===== src/rtl/dmaregs_pkg.sv =====
package dmaregs_pkg;
    localparam int BYTEW = 8;
    localparam int REGW  = 2 * BYTEW;

    typedef enum logic {
        PTR_LO = 1'b0,
        PTR_HI = 1'b1
    } ptr_e;
endpackage


===== src/rtl/dmaregs_ptr_fsm.sv =====
module dmaregs_ptr_fsm
    import dmaregs_pkg::*;
(
    input  logic clk,
    input  logic rst_n,
    input  logic acc,
    input  logic clr,
    output ptr_e state,
    output logic hi
);
    ptr_e state_nx;

    // next state: CLEAR beats FLIP, otherwise HOLD
    always_comb begin
        state_nx = state;
        unique case (state)
            PTR_LO: if (clr) state_nx = PTR_LO;
                    else if (acc) state_nx = PTR_HI;
            PTR_HI: if (clr) state_nx = PTR_LO;
                    else if (acc) state_nx = PTR_LO;
        endcase
    end

    always_ff @(posedge clk or negedge rst_n) begin
        if (!rst_n) state <= PTR_LO;
        else        state <= state_nx;
    end

    always_comb begin
        unique case (state)
            PTR_LO: hi = 1'b0;
            PTR_HI: hi = 1'b1;
        endcase
    end

    a_r2_flip: assert property (@(posedge clk) disable iff (!rst_n)
        (acc && !clr) |=> (state != $past(state)));
    a_r2_hold: assert property (@(posedge clk) disable iff (!rst_n)
        (!acc && !clr) |=> $stable(state));
    a_r3_clear: assert property (@(posedge clk) disable iff (!rst_n)
        clr |=> (state == PTR_LO));
endmodule


===== src/rtl/dmaregs_chan.sv =====
module dmaregs_chan
    import dmaregs_pkg::*;
#(
    parameter int SHIFT = 0
) (
    input  logic                  clk,
    input  logic                  rst_n,
    input  logic                  wr_lo,
    input  logic                  wr_hi,
    input  logic                  reg_sel,
    input  logic [BYTEW-1:0]      wdata,
    input  logic                  step,
    input  logic                  dir_down,
    output logic [REGW+SHIFT-1:0] cur_addr,
    output logic [REGW-1:0]       addr_rb,
    output logic [REGW-1:0]       cnt_rb,
    output logic [REGW+SHIFT:0]   xfer_len
);
    localparam int SW = REGW + SHIFT;
    localparam int LW = REGW + SHIFT + 1;
    localparam logic [SW-1:0] STEP = SW'(1) << SHIFT;

    logic [REGW-1:0] base_addr, base_cnt, new_addr;
    logic [SW-1:0]   start, done, cnt_scaled;

    // address that the upper-byte write latches
    assign new_addr = reg_sel ? base_addr : {wdata, base_addr[BYTEW-1:0]};

    always_ff @(posedge clk or negedge rst_n) begin
        if (!rst_n) begin
            base_addr <= '0;
            base_cnt  <= '0;
            start     <= '0;
            done      <= '0;
        end else begin
            if (wr_lo) begin
                if (reg_sel) base_cnt[BYTEW-1:0]  <= wdata;
                else         base_addr[BYTEW-1:0] <= wdata;
            end
            if (wr_hi) begin
                if (reg_sel) base_cnt[REGW-1:BYTEW]  <= wdata;
                else         base_addr[REGW-1:BYTEW] <= wdata;
                start <= SW'(new_addr) << SHIFT;
                done  <= '0;
            end else if (step) begin
                done <= done + STEP;
            end
        end
    end

    assign cur_addr   = dir_down ? (start - done) : (start + done);
    assign addr_rb    = REGW'(cur_addr >> SHIFT);
    assign cnt_scaled = (SW'(base_cnt) << SHIFT) - done;
    assign cnt_rb     = REGW'(cnt_scaled >> SHIFT);
    assign xfer_len   = (LW'(base_cnt) + LW'(1)) << SHIFT;

    a_r5_reload: assert property (@(posedge clk) disable iff (!rst_n)
        wr_hi |=> (done == '0));
    a_r8_step: assert property (@(posedge clk) disable iff (!rst_n)
        (step && !wr_hi) |=> (done == $past(done) + STEP));
    a_r4_lo_keeps: assert property (@(posedge clk) disable iff (!rst_n)
        (wr_lo && !step) |=> ($stable(start) && $stable(done)));
    a_r8_idle: assert property (@(posedge clk) disable iff (!rst_n)
        (!wr_hi && !step) |=> $stable(done));
endmodule


===== src/rtl/dma_chan_regs.sv =====
module dma_chan_regs
    import dmaregs_pkg::*;
#(
    parameter int NCH   = 4,
    parameter int SHIFT = 0
) (
    input  logic                                 clk,
    input  logic                                 rst_n,
    input  logic                                 acc_wr,
    input  logic                                 acc_rd,
    input  logic [$clog2(NCH):0]                 acc_port,
    input  logic [7:0]                           acc_wdata,
    output logic [7:0]                           acc_rdata,
    input  logic                                 ptr_clear,
    output logic                                 ptr_hi,
    input  logic [NCH-1:0]                       dir_down,
    input  logic                                 step_en,
    input  logic [$clog2(NCH)-1:0]               step_chan,
    output logic [NCH-1:0][REGW+SHIFT-1:0]       cur_addr,
    output logic [NCH-1:0][REGW+SHIFT:0]         xfer_len
);
    localparam int CHW = $clog2(NCH);

    ptr_e           ptr;
    logic           acc, rsel;
    logic [CHW-1:0] ch;
    logic [NCH-1:0] wr_lo_v, wr_hi_v;
    logic [NCH-1:0][REGW-1:0] addr_rb, cnt_rb;
    logic [REGW-1:0] word_sel;

    assign acc  = acc_wr | acc_rd;
    assign rsel = acc_port[0];
    assign ch   = acc_port[CHW:1];

    dmaregs_ptr_fsm u_ptr (
        .clk   (clk),
        .rst_n (rst_n),
        .acc   (acc),
        .clr   (ptr_clear),
        .state (ptr),
        .hi    (ptr_hi)
    );

    for (genvar g = 0; g < NCH; g++) begin : g_chan
        assign wr_lo_v[g] = acc_wr && (ch == CHW'(g)) && (ptr == PTR_LO);
        assign wr_hi_v[g] = acc_wr && (ch == CHW'(g)) && (ptr == PTR_HI);

        dmaregs_chan #(.SHIFT(SHIFT)) u_chan (
            .clk      (clk),
            .rst_n    (rst_n),
            .wr_lo    (wr_lo_v[g]),
            .wr_hi    (wr_hi_v[g]),
            .reg_sel  (rsel),
            .wdata    (acc_wdata),
            .step     (step_en && (step_chan == CHW'(g))),
            .dir_down (dir_down[g]),
            .cur_addr (cur_addr[g]),
            .addr_rb  (addr_rb[g]),
            .cnt_rb   (cnt_rb[g]),
            .xfer_len (xfer_len[g])
        );
    end

    assign word_sel = rsel ? cnt_rb[ch] : addr_rb[ch];

    // a write wins over a read in the same cycle
    always_ff @(posedge clk or negedge rst_n) begin
        if (!rst_n)
            acc_rdata <= '0;
        else if (acc_rd && !acc_wr)
            acc_rdata <= (ptr == PTR_HI) ? word_sel[REGW-1:BYTEW] : word_sel[BYTEW-1:0];
    end

    a_r1_one_chan: assert property (@(posedge clk) disable iff (!rst_n)
        $onehot0({wr_lo_v, wr_hi_v}));
    a_r6_rdata_hold: assert property (@(posedge clk) disable iff (!rst_n)
        !(acc_rd && !acc_wr) |=> $stable(acc_rdata));
endmodule


===== config.mk =====
export PLATFORM = sky130hd
export DESIGN_NAME = dma_chan_regs
export DESIGN_NICKNAME = d
export VERILOG_FILES = /design/src/rtl/dmaregs_pkg.sv /design/src/rtl/dmaregs_ptr_fsm.sv /design/src/rtl/dmaregs_chan.sv /design/src/rtl/dma_chan_regs.sv
export SDC_FILE = /design/constraint.sdc
export NUM_CORES = 1
export LEC_CHECK = 0
export ABC_AREA = 1
export ABC_CLOCK_PERIOD_IN_PS = 4600
export BUFFER_PORTS_ARGS = -buffer_cell sky130_fd_sc_hd__clkbuf_2
export CORE_MARGIN = 2
export CORE_UTILIZATION = 67
export DETAILED_ROUTE_END_ITERATION = 8
export PLACE_DENSITY = 0.91
export SETUP_SLACK_MARGIN = 0.2
export SYNTH_ARGS = -nofsm -noshare
export SYNTH_HDL_FRONTEND = slang
export SYNTH_HIERARCHICAL = 1
export SYNTH_SLANG_ARGS = --single-unit

===== constraint.sdc =====
create_clock -name clk -period 4.6 [get_ports clk]
set_clock_uncertainty 0.05 [all_clocks]
set_input_delay 0.69 -clock clk [delete_from_list [all_inputs] [get_ports clk]]
set_output_delay 0.69 -clock clk [all_outputs]
set_load 0.02 [all_outputs]

# Yosys cells after proc, flatten, opt, wreduce, memory -nomap -nowiden
# Cells that the tools add are included.
[word_totals] latchBits=0 elab_cells=124 n_memories=0 ram_bits=0 reg_bits=265 inputBits=23 out_inout_bits=141 mem_bits_ro=0
[op_classes] order_cmp=1 bitwise=3 reduce_logical=40 mux=28 eq_ne=6 multipliers=0 shift=0 add_sub_neg=20 div_mod_pow=0
[op_table] op="two-way mux 16 bit" count=19
[op_table] op="subtractor 16 bit" count=8
[op_table] op="adder 16 x 1 -> 17 bit (second input constant)" count=4
[op_table] op="adder 16 x 1 -> 16 bit (second input constant)" count=4
[op_table] op="adder 16 bit" count=4
[op_table] op="binary-select mux 16 bit (select 2 bit)" count=2
[op_table] op="AND reduction 2 bit" count=16
[op_table] op="logical AND 1 bit" count=17
[op_table] op="equality test 2 bit (second input constant)" count=4
[op_table] op="two-way mux 8 bit" count=1
[op_table] op="nonzero test 2 bit" count=4
[op_table] op="equality test 2 x 1 -> 1 bit (second input constant)" count=2
[op_table] op="zero test 2 bit" count=2
[op_table] op="two-way mux 1 bit" count=4
[op_table] op="case mux 1 bit (2 select lines)" count=2
[op_table] op="less-than comparator 2 x 3 -> 1 bit (second input constant)" count=1
[op_table] op="inverter 1 bit" count=2
[op_table] op="zero test 1 bit" count=1
[op_table] op="OR 1 bit" count=1

# Logic depth before layout (Yosys ltp)
[logic_depth] ltp_word=6 depth_mapped=28

# Modules after synthesis
# The synthesis kept the hierarchy.
[modules_own_cells] module="dmaregs_chan (g_chan[1].u_chan ...)" cells_each=791 n_inst=2 area_per_inst_um2=5312.6 seq_area_each_um2=1601.5
[modules_own_cells] module="dmaregs_chan (g_chan[3].u_chan)" cells_each=791 n_inst=1 area_per_inst_um2=5332.6 seq_area_each_um2=1601.5
[modules_own_cells] module="dmaregs_chan (g_chan[0].u_chan)" cells_each=787 n_inst=1 area_per_inst_um2=5283.8 seq_area_each_um2=1601.5
[modules_own_cells] module="dma_chan_regs" cells_each=399 n_inst=1 area_per_inst_um2=1833.0 seq_area_each_um2=200.2
[modules_own_cells] module="dmaregs_ptr_fsm" cells_each=7 n_inst=1 area_per_inst_um2=51.3 seq_area_each_um2=25.0

# Worst setup path before layout
# No wires, ideal clock.
[synth_path] path_type="input-to-output" start="input port dir_down[1]" end="output port cur_addr[27] in the netlist's numbering" n_path_buf=3 arrival_time_ns=2.557 setup_slack_ns=1.303 cell_stages=17 cell_sequence="buf_2 > inv_1 > buf_2 > nand2_1 > o21ai_0 > xor2_1 > inv_1 > ha_1 > nand2_1 > nor2_1 > nand3_1 > nand2_1 > nand3_1 > nand2_1 > nand2_1 > nand2_1 > buf_4"
[synth_lines] item="start, declared" line_no="dma_chan_regs.sv:16" source="input logic [NCH-1:0] dir_down,"
[synth_lines] item="end, declared" line_no="dma_chan_regs.sv:19" source="output logic [NCH-1:0][REGW+SHIFT-1:0] cur_addr,"

==> results.py <==
metrics = {
    "outcome": {
        "status": "finished, final reports clean",
    },
    "routing": {
        "ant_nets": 0,
        "wire_per_inst_um": 16.86,
        "vias": 23590,
        "drt-total-wl_um": 69090,
        "vias_per_cell": 5.756,
        "drc_errors": 0,
        "drtPass1Iterations": 6,
        "drt-initial-drc-count": 2507,
    },
    "synth": {
        "syn_nets": 3729,
        "ys_seq_area_share_pct": 28.67,
        "netlist_area_mm2": 0.02313,
        "ys_ff_latch": 265,
        "syn_inst": 3566,
        "synth_cell_types": 43,
        "yosys_warnings": 6,
        "postSynthAreaPerCell_um2": 6.485,
    },
    "critical_path": {
        "end_kind": "output pin",
        "critical_path_buf_inv_count": 5,
        "worstPathCellList": "inv_1 > ha_1 > nand2_2 > nor2_2 > inv_1 > o21ai_1 > xor2_1 > inv_1 > ha_1 > nand2_1 > inv_1 > nand2_1 > nor3_1 > nand2_1 > nand2_1 > nand3_1 > nand2_1 > clkbuf_2",
        "required_ps": 3860,
        "reg2reg_slack_ps": 1070,
        "path_common_cell": "nand2_1",
        "r2r_end": "acc_rdata[5]",
        "cp_slowest_stage_delay_ps": 440,
        "path_max_fanout": 5,
        "worst-path-stages": 18,
        "start_kind": "flop",
        "arrival_ps": 3390,
        "slowest_stage": "dfrtp_1",
        "r2r_cells": 25,
        "crit_family": "simple AND/OR/NAND/NOR gates",
        "cp-endpoint": "cur_addr[63]",
        "crit_start": "g_chan[3].u_chan/done[1]",
        "crit-reg2reg-launch": "g_chan[3].u_chan/done[1]",
        "critical_path_class": "flop to output pin",
    },
    "cts": {
        "post_cts_buffers": 0,
        "clockBufferDepth": 3,
        "cts_inserted_buffers": 29,
        "cts.sinks": 265,
        "cts_tree": "built",
        "cts_root_buf": "clkbuf_16",
        "postCtsHoldBufs": 0,
        "htree_levels": 1,
        "cts.clk_slew.worst_paths_ps": 70,
        "clkLatencyLatePin_ps": 570,
    },
    "cells_and_area": {
        "diodes": 0,
        "nets": 3786,
        "final_common_cell": "nand2_1",
        "drive_gt1_share_pct": 8.811,
        "final_cell_mix": "nand2_1 (1330), inv_1 (438), dfrtp_1 (263)",
        "area_delta_synth_final_pct": 6.611,
    },
    "pwr": {
        "peakVddDrop_uv": 537.8,
        "finalPower_mw": 15.50,
        "power_density_mw_per_mm2": 628.9,
        "p_leak_nw": 13.65,
    },
    "timing": {
        "final_hold_viol_count": 0,
        "hold-worst-slack_ps": 98.04,
        "setup_tns_ps": 0,
        "finalMaxSlewViolations": 0,
        "finalSetupViolations": 0,
        "relSlewSlack_pct": 31.83,
        "min_period_ps": 4130,
        "tightest_slew_ps": 1015,
        "fmax_mhz": 242.1,
        "grt_setup_unrepaired": "no",
        "post-route-period-util_pct": 89.78,
    },
    "die": {
        "die_w_um": 189.8,
        "start_util_pct": 67.45,
        "fp-row-count": 68,
        "die-area_mm2": 0.03602,
        "io_pins": 164,
        "die_h_um": 189.8,
        "core_mm2": 0.03429,
    },
    "worst_hold_path": {
        "holdCritPathClass": "input port to async pin",
    },
    "grt": {
        "grt_usage_pct": 38.20,
        "grt_pass1_wl_um": 109800,
        "busiest_layer": "met2",
        "grt_overflow": 0,
        "antenna_found_initial": 0,
        "gr-usage-met3_pct": 7.508,
        "grt_max_degree": 102,
        "use_met1_pct": 48.29,
        "use_met2_pct": 61.45,
        "grt_pass1_vias": 21700,
    },
    "placed_design": {
        "gp_congestion": 1.026,
        "portBuffers": 163,
        "dp_hpwl_um": 52940,
    },
    "flow_run": {
        "cap_violations": 0,
    },
}
## registers in the layout (all words and copies together) (netlist names)
register                 flops
g_chan.u_chan/base_cnt      64
g_chan.u_chan/start         64
g_chan.u_chan/done          64
u_ptr/state                  1
acc_rdata                    8
g_chan.u_chan/base_addr     64
## cell type report
type                    count  area (µm²)
repair buffers            177       955.9
multi-input cells        2693       13800
well taps                 455       569.3
clock inverters            11       143.9
inverters                 457        1720
fillers                  2907        9633
clock buffers              40       827.0
flip-flops and latches    265        6634
## layer usage
metal / part of all wire, % / up-vias
li1: - / 11410
met1: 39 / 10710
met2: 45 / 1189
met3: 9.6 / 275
met4: 6.7 / 0
met5: 0 / -
## metrics by stage
stage / std cells / utilization (%) / worst slack [ps] / cell area, µm²
finish: 4098 / 71.91 / 470.1 / 24650
CTS: 4098 / 71.89 / 375.6 / 24650
global placement: 4047 / 69.06 / 979.7 / 23680
global route: 4098 / 71.91 / 204.5 / 24650
floorplan: 3566 / - / 1303 / 23130
detailed placement: 4047 / 69.06 / 938.6 / 23680
## cell families after synthesis
kind of cell,synth area share [%]
fa+ha+maj,7.834
compound gates,9.944
buf+inv,11.69
xor+xnor,5.757
flops,28.67
simple gates,36.10
## cells in the mapped netlist (all sizes together)
cell | n | area (µm²)
nand2 | 1337 | 5036
inv | 454 | 1709
dfrtp | 265 | 6631
nor2 | 250 | 1041
nand3 | 223 | 1171
o21ai | 220 | 1131
a21oi | 137 | 685.7
ha | 132 | 1652
buf | 127 | 890.8
xor2 | 124 | 1086
nor3 | 80 | 520.5
nand4 | 63 | 400.4
o211ai | 32 | 240.2
xnor2 | 28 | 245.2
clkbuf | 24 | 91.33
o21bai | 16 | 120.1
o21a | 10 | 75.07
nand3b | 9 | 67.56
fa | 8 | 160.2
and3 | 5 | 31.28
a31oi | 4 | 25.02
and2 | 4 | 25.02
nor4 | 4 | 25.02
a211oi | 3 | 22.52
clkinv | 3 | 11.26
or2 | 3 | 18.77
nor3b | 1 | 12.51
## how the worst min path moves through the flow
stage                                  startpoint                        end  slack, ps
floorplan                                   rst_n               acc_rdata[0]        340
global placement    g_chan[2].u_chan/base_addr[6]  g_chan[2].u_chan/start[6]        410
detailed placement      g_chan[0].u_chan/start[6]  g_chan[0].u_chan/start[6]        420
CTS                                         rst_n  g_chan[2].u_chan/done[12]        150
global route                                rst_n  g_chan[2].u_chan/done[12]        160
finish                                      rst_n  g_chan[2].u_chan/done[14]        100
## report_power, final
part	leakage (nW)	switching, mW	internal (mW)
clock	0.478	0.983	1.42
sequential	3.37	0.678	2.89
combinational	9.80	6.47	3.07
total	13.7	8.13	7.38
## timing repair
action,CTS,global route
resized for setup,0,7
endpoints found under the hold margin,0,0
setup endpoints to repair,0,8
Power figures use the tool's default switching activity.
